===== config.mk =====
export PLATFORM = sky130hd
export DESIGN_NAME = inb_cmd_xlate
export DESIGN_NICKNAME = d
export VERILOG_FILES = /design/src/rtl/inb_xlate_pkg.sv /design/src/rtl/inb_win_decode.sv /design/src/rtl/inb_cmd_map.sv /design/src/rtl/inb_cmd_xlate.sv
export SDC_FILE = /design/constraint.sdc
export NUM_CORES = 1
export LEC_CHECK = 0
export BUFFER_PORTS_ARGS = -buffer_cell sky130_fd_sc_hd__buf_2
export CORE_UTILIZATION = 29
export DETAILED_ROUTE_END_ITERATION = 12
export GPL_TIMING_DRIVEN = 1
export MAX_ROUTING_LAYER = met4
export PLACE_DENSITY = 0.55
export SETUP_SLACK_MARGIN = 0.05
export SLEW_MARGIN = 40
export SYNTH_ARGS = -nofsm -noshare
export SYNTH_HDL_FRONTEND = slang
export SYNTH_SLANG_ARGS = --single-unit

===== constraint.sdc =====
create_clock -name clk -period 5.65 [get_ports clk]
set_input_delay 1.13 -clock clk [delete_from_list [all_inputs] [get_ports clk]]
set_output_delay 1.13 -clock clk [all_outputs]
set_load 0.05 [all_outputs]

===== src/rtl/inb_xlate_pkg.sv =====
package inb_xlate_pkg;

    localparam logic [3:0] CMD_IO_RD   = 4'h2;
    localparam logic [3:0] CMD_IO_WR   = 4'h3;
    localparam logic [3:0] CMD_MEM_RD  = 4'h6;
    localparam logic [3:0] CMD_MEM_WR  = 4'h7;
    localparam logic [3:0] CMD_CFG_RD  = 4'hA;
    localparam logic [3:0] CMD_CFG_WR  = 4'hB;
    localparam logic [3:0] CMD_RD_MULT = 4'hC;
    localparam logic [3:0] CMD_RD_LINE = 4'hE;
    localparam logic [3:0] CMD_MWI     = 4'hF;

    localparam logic [3:0] SZ_SINGLE = 4'b0000;
    localparam logic [3:0] SZ_WBURST = 4'b1010;

    typedef enum logic [2:0] {
        XK_NONE,
        XK_RD1,
        XK_RDB,
        XK_WR1,
        XK_WRB,
        XK_SPLIT,
        XK_ABORT
    } xkind_e;

    // True when the set bits of be form a single run (or be is zero)
    function automatic logic be_contig(input logic [3:0] be);
        logic [4:0] x;
        logic [4:0] low;
        x   = {1'b0, be};
        low = x & (~x + 5'd1);
        return ((x + low) & x) == 5'd0;
    endfunction

endpackage


===== src/rtl/inb_win_decode.sv =====
module inb_win_decode #(
    parameter int AW   = 32,
    parameter int NWIN = 2,
    parameter int WIDX = (NWIN > 1) ? $clog2(NWIN) : 1
) (
    input  logic [NWIN-1:0][AW-1:0] win_base,
    input  logic [NWIN-1:0][AW-1:0] win_mask,
    input  logic [AW-1:0]           addr,
    output logic                    any_hit,
    output logic [WIDX-1:0]         hit_idx
);

    logic [NWIN-1:0] hit;

    generate
        for (genvar i = 0; i < NWIN; i++) begin : g_win
            assign hit[i] = (win_mask[i] != '0) &&
                            ((addr & win_mask[i]) == (win_base[i] & win_mask[i]));
        end
    endgenerate

    // Lowest-numbered window wins when several hit
    always_comb begin
        hit_idx = '0;
        for (int i = NWIN - 1; i >= 0; i--) begin
            if (hit[i]) hit_idx = WIDX'(i);
        end
    end

    assign any_hit = |hit;

endmodule


===== src/rtl/inb_cmd_map.sv =====
module inb_cmd_map
    import inb_xlate_pkg::*;
#(
    parameter int LW = 5
) (
    input  logic [3:0]    cmd,
    input  logic [3:0]    be,
    input  logic [LW-1:0] len,
    input  logic          mem_en,
    input  logic          hit,
    input  logic          self_req,
    output xkind_e        kind
);

    logic claim;
    logic multi;

    assign claim = mem_en && hit;
    assign multi = len > LW'(1);

    always_comb begin
        kind = XK_NONE;
        case (cmd)
            CMD_MEM_RD:               kind = claim ? XK_RD1 : XK_NONE;
            CMD_RD_MULT, CMD_RD_LINE: kind = claim ? XK_RDB : XK_NONE;
            CMD_MEM_WR, CMD_MWI: begin
                if (!claim)             kind = XK_NONE;
                else if (!multi)        kind = XK_WR1;
                else if (be_contig(be)) kind = XK_WRB;
                else                    kind = XK_SPLIT;
            end
            CMD_CFG_RD, CMD_CFG_WR:   kind = self_req ? XK_ABORT : XK_NONE;
            default:                  kind = XK_NONE;
        endcase
    end

endmodule


===== src/rtl/inb_cmd_xlate.sv =====
module inb_cmd_xlate
    import inb_xlate_pkg::*;
#(
    parameter int AW   = 32,
    parameter int LW   = 5,
    parameter int NWIN = 2,
    parameter int WIDX = (NWIN > 1) ? $clog2(NWIN) : 1
) (
    input  logic                    clk,
    input  logic                    rst_n,
    input  logic                    mem_en,
    input  logic [NWIN-1:0][AW-1:0] win_base,
    input  logic [NWIN-1:0][AW-1:0] win_mask,
    input  logic                    req_valid,
    output logic                    req_ready,
    input  logic [3:0]              req_cmd,
    input  logic [AW-1:0]           req_addr,
    input  logic [3:0]              req_be,
    input  logic [LW-1:0]           req_len,
    input  logic                    req_self,
    output logic                    out_valid,
    input  logic                    out_ack,
    output logic                    out_rnw,
    output logic [3:0]              out_size,
    output logic [LW-1:0]           out_beats,
    output logic [AW-1:0]           out_addr,
    output logic [3:0]              out_be,
    output logic [WIDX-1:0]         out_win,
    output logic                    mst_abort
);

    typedef enum logic [1:0] {S_IDLE, S_ISSUE, S_SPLIT, S_ABORT} st_e;

    st_e             st, st_nxt;
    xkind_e          kind;
    logic            any_hit;
    logic [WIDX-1:0] hit_idx;
    logic            accept;
    logic            last_beat;
    logic [LW-1:0]   len_eff;

    logic            k_rnw;
    logic            k_burst;
    logic [AW-1:0]   k_addr;
    logic [3:0]      k_be;
    logic [LW-1:0]   k_beats;
    logic [WIDX-1:0] k_win;
    logic [LW-1:0]   cnt;

    inb_win_decode #(.AW(AW), .NWIN(NWIN), .WIDX(WIDX)) u_dec (
        .win_base (win_base),
        .win_mask (win_mask),
        .addr     (req_addr),
        .any_hit  (any_hit),
        .hit_idx  (hit_idx)
    );

    inb_cmd_map #(.LW(LW)) u_map (
        .cmd      (req_cmd),
        .be       (req_be),
        .len      (req_len),
        .mem_en   (mem_en),
        .hit      (any_hit),
        .self_req (req_self),
        .kind     (kind)
    );

    assign accept    = req_valid && (st == S_IDLE);
    assign last_beat = (cnt == k_beats - LW'(1));
    assign len_eff   = (req_len == '0) ? LW'(1) : req_len;

    always_comb begin
        st_nxt = st;
        unique case (st)
            S_IDLE: begin
                if (accept) begin
                    unique case (kind)
                        XK_NONE:  st_nxt = S_IDLE;
                        XK_ABORT: st_nxt = S_ABORT;
                        XK_SPLIT: st_nxt = S_SPLIT;
                        default:  st_nxt = S_ISSUE;
                    endcase
                end
            end
            S_ISSUE: if (out_ack) st_nxt = S_IDLE;
            S_SPLIT: if (out_ack && last_beat) st_nxt = S_IDLE;
            S_ABORT: st_nxt = S_IDLE;
            default: st_nxt = S_IDLE;
        endcase
    end

    always_ff @(posedge clk) begin
        if (!rst_n) st <= S_IDLE;
        else        st <= st_nxt;
    end

    always_ff @(posedge clk) begin
        if (!rst_n) begin
            k_rnw   <= 1'b0;
            k_burst <= 1'b0;
            k_addr  <= '0;
            k_be    <= '0;
            k_beats <= '0;
            k_win   <= '0;
            cnt     <= '0;
        end else if (accept) begin
            k_rnw   <= (kind == XK_RD1) || (kind == XK_RDB);
            k_burst <= (kind == XK_RDB) || (kind == XK_WRB);
            k_addr  <= req_addr;
            k_be    <= req_be;
            k_beats <= (kind == XK_RD1 || kind == XK_WR1) ? LW'(1) : len_eff;
            k_win   <= hit_idx;
            cnt     <= '0;
        end else if (st == S_SPLIT && out_ack) begin
            cnt <= cnt + LW'(1);
        end
    end

    always_comb begin
        req_ready = (st == S_IDLE);
        out_valid = (st == S_ISSUE) || (st == S_SPLIT);
        mst_abort = (st == S_ABORT);
        out_rnw   = k_rnw;
        out_size  = k_burst ? SZ_WBURST : SZ_SINGLE;
        out_beats = (st == S_SPLIT) ? LW'(1) : k_beats;
        out_addr  = k_addr + AW'({cnt, 2'b00});
        out_be    = k_be;
        out_win   = k_win;
    end


    hold_req_chk: assert property (@(posedge clk) disable iff (!rst_n)
        out_valid && !out_ack |=> out_valid && $stable(out_addr) &&
        $stable(out_size) && $stable(out_beats) && $stable(out_rnw));


    split_single_chk: assert property (@(posedge clk) disable iff (!rst_n)
        out_valid && !out_rnw && !be_contig(out_be) |->
        out_size == SZ_SINGLE && out_beats == LW'(1));


    size_legal_chk: assert property (@(posedge clk) disable iff (!rst_n)
        out_valid |-> (out_size == SZ_SINGLE) || (out_size == SZ_WBURST));


    abort_pulse_chk: assert property (@(posedge clk) disable iff (!rst_n)
        mst_abort |=> !mst_abort && req_ready && !out_valid);


    single_read_chk: assert property (@(posedge clk) disable iff (!rst_n)
        out_valid && out_rnw && out_size == SZ_SINGLE |-> out_beats == LW'(1));

endmodule


==> flow_summary_export.csv <==
group,metric,value,unit
status,status,"finished clean",
drt,dr.max_layer_used,"met4",
synthesis,postSynthCellCount,514,
timing,timing.fmax,0.252,GHz
synthesis,post_synth_and_or_nand_nor_area_fraction,26.0,%
setup_path,largest_incremental_delay_on_the_critical_path,0.44,ns
clock_tree,cts-root-buf,"sky130_fd_sc_hd__clkbuf_16",
finish,final_cell_mix,"sky130_fd_sc_hd__buf_2, sky130_fd_sc_hd__nand2_1, sky130_fd_sc_hd__xor2_1",
clock_tree,post_cts_setup_buffer_count,0,
drt,final_antenna_net_count,0,
power_and_ir_drop,power_switching_share,34.1,%
drt,post_drt_wl_per_cell,19.6,microns
global_route,first_global_vias,4620,
drt,viasPerCell,5.09,
synthesis,average_footprint_of_a_synthesized_cell,7.62,sq um
timing,drv_slew,0,
floorplanning,fp.dieH,118,microns
synthesis,synth-seq-cells,51,
setup_path,startpoint_type,"flip-flop",
clock_tree,cts.reportedPaths.clkPinSlew,0.07,ns
synthesis,yosys-top-cells-area,"sky130_fd_sc_hd__dfxtp_1, sky130_fd_sc_hd__xor2_1, sky130_fd_sc_hd__nand2_1",
drt,wl_met3,1070,microns
drt,dr.pass1.iters,5,
power_and_ir_drop,power.combinational.fraction,31.3,%
clock_tree,h-tree-depth,2,
synthesis,post_synth_mux_area_share,0,%
timing,period_minus_slack,3.96,ns
power_and_ir_drop,p_clk_share,31.6,%
clock_tree,hold_buffers,0,
drt,first_iter_violations,216,
power_and_ir_drop,ir_drop,0.000109,V
power_and_ir_drop,leakage_power,2.60,nW
timing,rsz0062_at_grt,"false",
global_route,grt_pass1_wl,26400,microns
flow_run,max_cap_violations,0,
setup_path,crit_arrival,2.83,ns
synthesis,synthAdderAreaFrac,4.02,%
synthesis,yosysWarnings,0,
synthesis,synth_top_family_by_area,"simple AND/OR/NAND/NOR gates",
clock_tree,tritoncts,"done",
timing,setup_viol,0,
global_route,grt_start_max_net_pins,40,
clock_tree,numCtsBuffers,5,
placed_design,detailed_place_hpwl,15300,microns
timing,hold-worst-slack,0.457,ns
floorplanning,ios,229,
synthesis,synth_top_flop_cell,"sky130_fd_sc_hd__dfxtp_1",
synthesis,post_synth_num_cell_types,49,
floorplanning,floorplan_die_area,14000,sq um
floorplanning,core-area,13200,sq um
synthesis,synth_compound_area_share,17.5,%
synthesis,post-synth-top-area-fraction,26.1,%
timing,timing.final.hold_violations,0,
synthesis,synth.yosys.seq_area_share,26.1,%
synthesis,synth.cell_area,3920,sq um
drt,route.vias.total,4635,
setup_path,rrSetupSlack,3.52,ns
synthesis,synth_xor_area_share,22.3,%
timing,timing.max_slew.rel_slack,56.3,%
setup_path,cpMostUsedCell,"sky130_fd_sc_hd__o21a_1",
setup_path,worstSetupEndpointType,"primary output",
setup_path,crit_fanout,6,
clock_tree,cts_resized,0,
power_and_ir_drop,total_power,0.00107,W
global_route,antenna_found_initial,5,
power_and_ir_drop,p_seq_share,37.0,%
floorplanning,floorplan.initialDensity,29.7,%
timing,worst_pin_slew,0.655,ns
global_route,grt_remaining_overflow,0,
global_route,grtUsageTotal,26.0,%
synthesis,asyncSetResetFlopFracSynth,0,%
finish,area_growth,36.8,%
timing,timing.final.crit_share,70.1,%
drt,aggregate_routed_wire_length,17800,microns
clock_tree,clk_path_buf_depth,2,
synthesis,synth_edf_count,0,
synthesis,netlist.top_cell.by_area,"sky130_fd_sc_hd__dfxtp_1",
power_and_ir_drop,p_int,0.000704,W
power_and_ir_drop,power.density_cell_area,199,nW/um^2
placed_design,place.port_buffers,226,
finish,drive_above_1_share,33.1,%
timing,final.setup_skew,0.00775,ns
drt,routed_wl_met2,8790,microns
setup_path,critical_path.cell_chain,"ha_1 -> inv_1 -> fa_1 -> nor2b_1 -> o21a_1 -> o21a_1 -> o21a_1 -> and3_1 -> xor2_1 -> buf_2",
timing,totalNegativeSetupSlack,0,ns
finish,fillCellCount,1404,
setup_path,cp_num_buf_inv,2,
setup_path,worst-setup-path-type,"reg -> out",
drt,detail_route.drc_violations,0,
setup_path,timing.critical_path.required,4.52,ns
hold_path,min_path_type,"reg -> reg",
setup_path,cp_slowest_cell,"sky130_fd_sc_hd__dfxtp_1",
drt,wire_length_on_met1,7590,microns
setup_path,cp_top_family,"compound AO/OA/AOI/OAI gates",
finish,fin_util,40.7,%
clock_tree,cts_sinks,51,
finish,final_common_cell,"sky130_fd_sc_hd__buf_2",
power_and_ir_drop,switching_power,0.000364,W
clock_tree,clock_network_latency_to_the_later_pin_of_the_worst_skew_pair,0.29,ns
floorplanning,rows,42,
placed_design,place_congestion,0.995,
floorplanning,die_width,118,microns
finish,final_net_count,920,
-- layer usage --
| metal | global-route usage [%] | vias to the layer above |
|---|---|---|
| met2 | 44.0 | 216 |
| met5 | - | - |
| met1 | 31.6 | 2165 |
| met4 | 8.73 | 0 |
| met3 | 3.81 | 26 |
| li1 | - | 2228 |
-- synth_stat cells, types with 2 or more instances --
cell                        number
sky130_fd_sc_hd__a21boi_0        4
sky130_fd_sc_hd__a21o_1          2
sky130_fd_sc_hd__a21oi_1        37
sky130_fd_sc_hd__a22oi_1        33
sky130_fd_sc_hd__and3_1         10
sky130_fd_sc_hd__buf_2           3
sky130_fd_sc_hd__buf_4           6
sky130_fd_sc_hd__clkbuf_1       12
sky130_fd_sc_hd__dfxtp_1        51
sky130_fd_sc_hd__ha_1           11
sky130_fd_sc_hd__inv_1          12
sky130_fd_sc_hd__nand2_1        97
sky130_fd_sc_hd__nand3_1        17
sky130_fd_sc_hd__nand4_1        13
sky130_fd_sc_hd__nand4b_1        2
sky130_fd_sc_hd__nor2_1         21
sky130_fd_sc_hd__nor2b_1         8
sky130_fd_sc_hd__nor3_1         10
sky130_fd_sc_hd__nor3b_1         3
sky130_fd_sc_hd__nor4_1         20
sky130_fd_sc_hd__o2111ai_1       2
sky130_fd_sc_hd__o21a_1          4
sky130_fd_sc_hd__o21ai_0         3
sky130_fd_sc_hd__o21ai_1         5
sky130_fd_sc_hd__o31ai_1         3
sky130_fd_sc_hd__or2_2           2
sky130_fd_sc_hd__or3_1           3
sky130_fd_sc_hd__xnor2_1        14
sky130_fd_sc_hd__xor2_1         86
-- worst register-to-register path, stage by stage (launching register included) --
cell,delay (ns)
sky130_fd_sc_hd__dfxtp_1,0.41
sky130_fd_sc_hd__inv_1,0.09
sky130_fd_sc_hd__ha_1,0.24
sky130_fd_sc_hd__and2_1,0.34
sky130_fd_sc_hd__buf_4,0.33
sky130_fd_sc_hd__nor2_1,0.44
sky130_fd_sc_hd__nand2_1,0.11
sky130_fd_sc_hd__o31ai_1,0.08
-- through the flow --
step | instance area [sq um] | cells | worst slack [ns]
global route | 5360 | 910 | 1.51
CTS | 5350 | 905 | 1.67
global placement | 5190 | 898 | 1.90
floorplan | 3920 | 515 | 1.96
finish | 5360 | 910 | 1.69
detailed placement | 5190 | 898 | 2.01
-- cell families (layout without fill, tap and decap cells) --
kind of cell    count (synthesis)  in the layout
compound gates                103            103
xor+xnor                      100            100
buf+inv                        35            249
simple gates                  212            212
fa+ha+maj                      12             12
other cells                     1              7
flops                          51             51
-- path summary, 6_finish.rpt --
check                               start      endpoint  depth (start not counted)
worst min register to register  out_be[2]     out_be[2]                          2
worst max-delay path               cnt[0]  out_addr[16]                         10
worst min-delay path            out_be[2]     out_be[2]                          2
worst max register to register      st[1]       k_burst                          7
-- power groups by stage --
stage | sequential [W] | combinational, W | clock, W
2_1_floorplan | 0.000404 | 0.000176 | 0
3_3_place_gp | 0.000403 | 0.000333 | 0
3_5_place_dp | 0.000404 | 0.000333 | 0
4_1_cts | 0.000395 | 0.000335 | 0.000346
5_1_grt | 0.000398 | 0.000359 | 0.000359
6_report | 0.000396 | 0.000335 | 0.000338
-- area by class of cell --
class / count / area [sq um] / area share [%]
diodes: 5 / 12.5 / 0.233
clock buffers: 6 / 129 / 2.40
clock inverters: 1 / 30.0 / 0.560
inverters: 13 / 48.8 / 0.910
multi-input cells: 429 / 2750 / 51.2
flip-flops and latches: 51 / 1020 / 19.0
well taps: 176 / 220 / 4.11
repair buffers: 229 / 1150 / 21.5
-- state kept, by name, indices dropped and copies added (netlist names) --
register,count
out_rnw,1
k_beats,5
out_win,1
k_burst,1
k_addr,32
out_be,4
st,2
cnt,5
No activity file was read; power rests on OpenSTA's default activity.
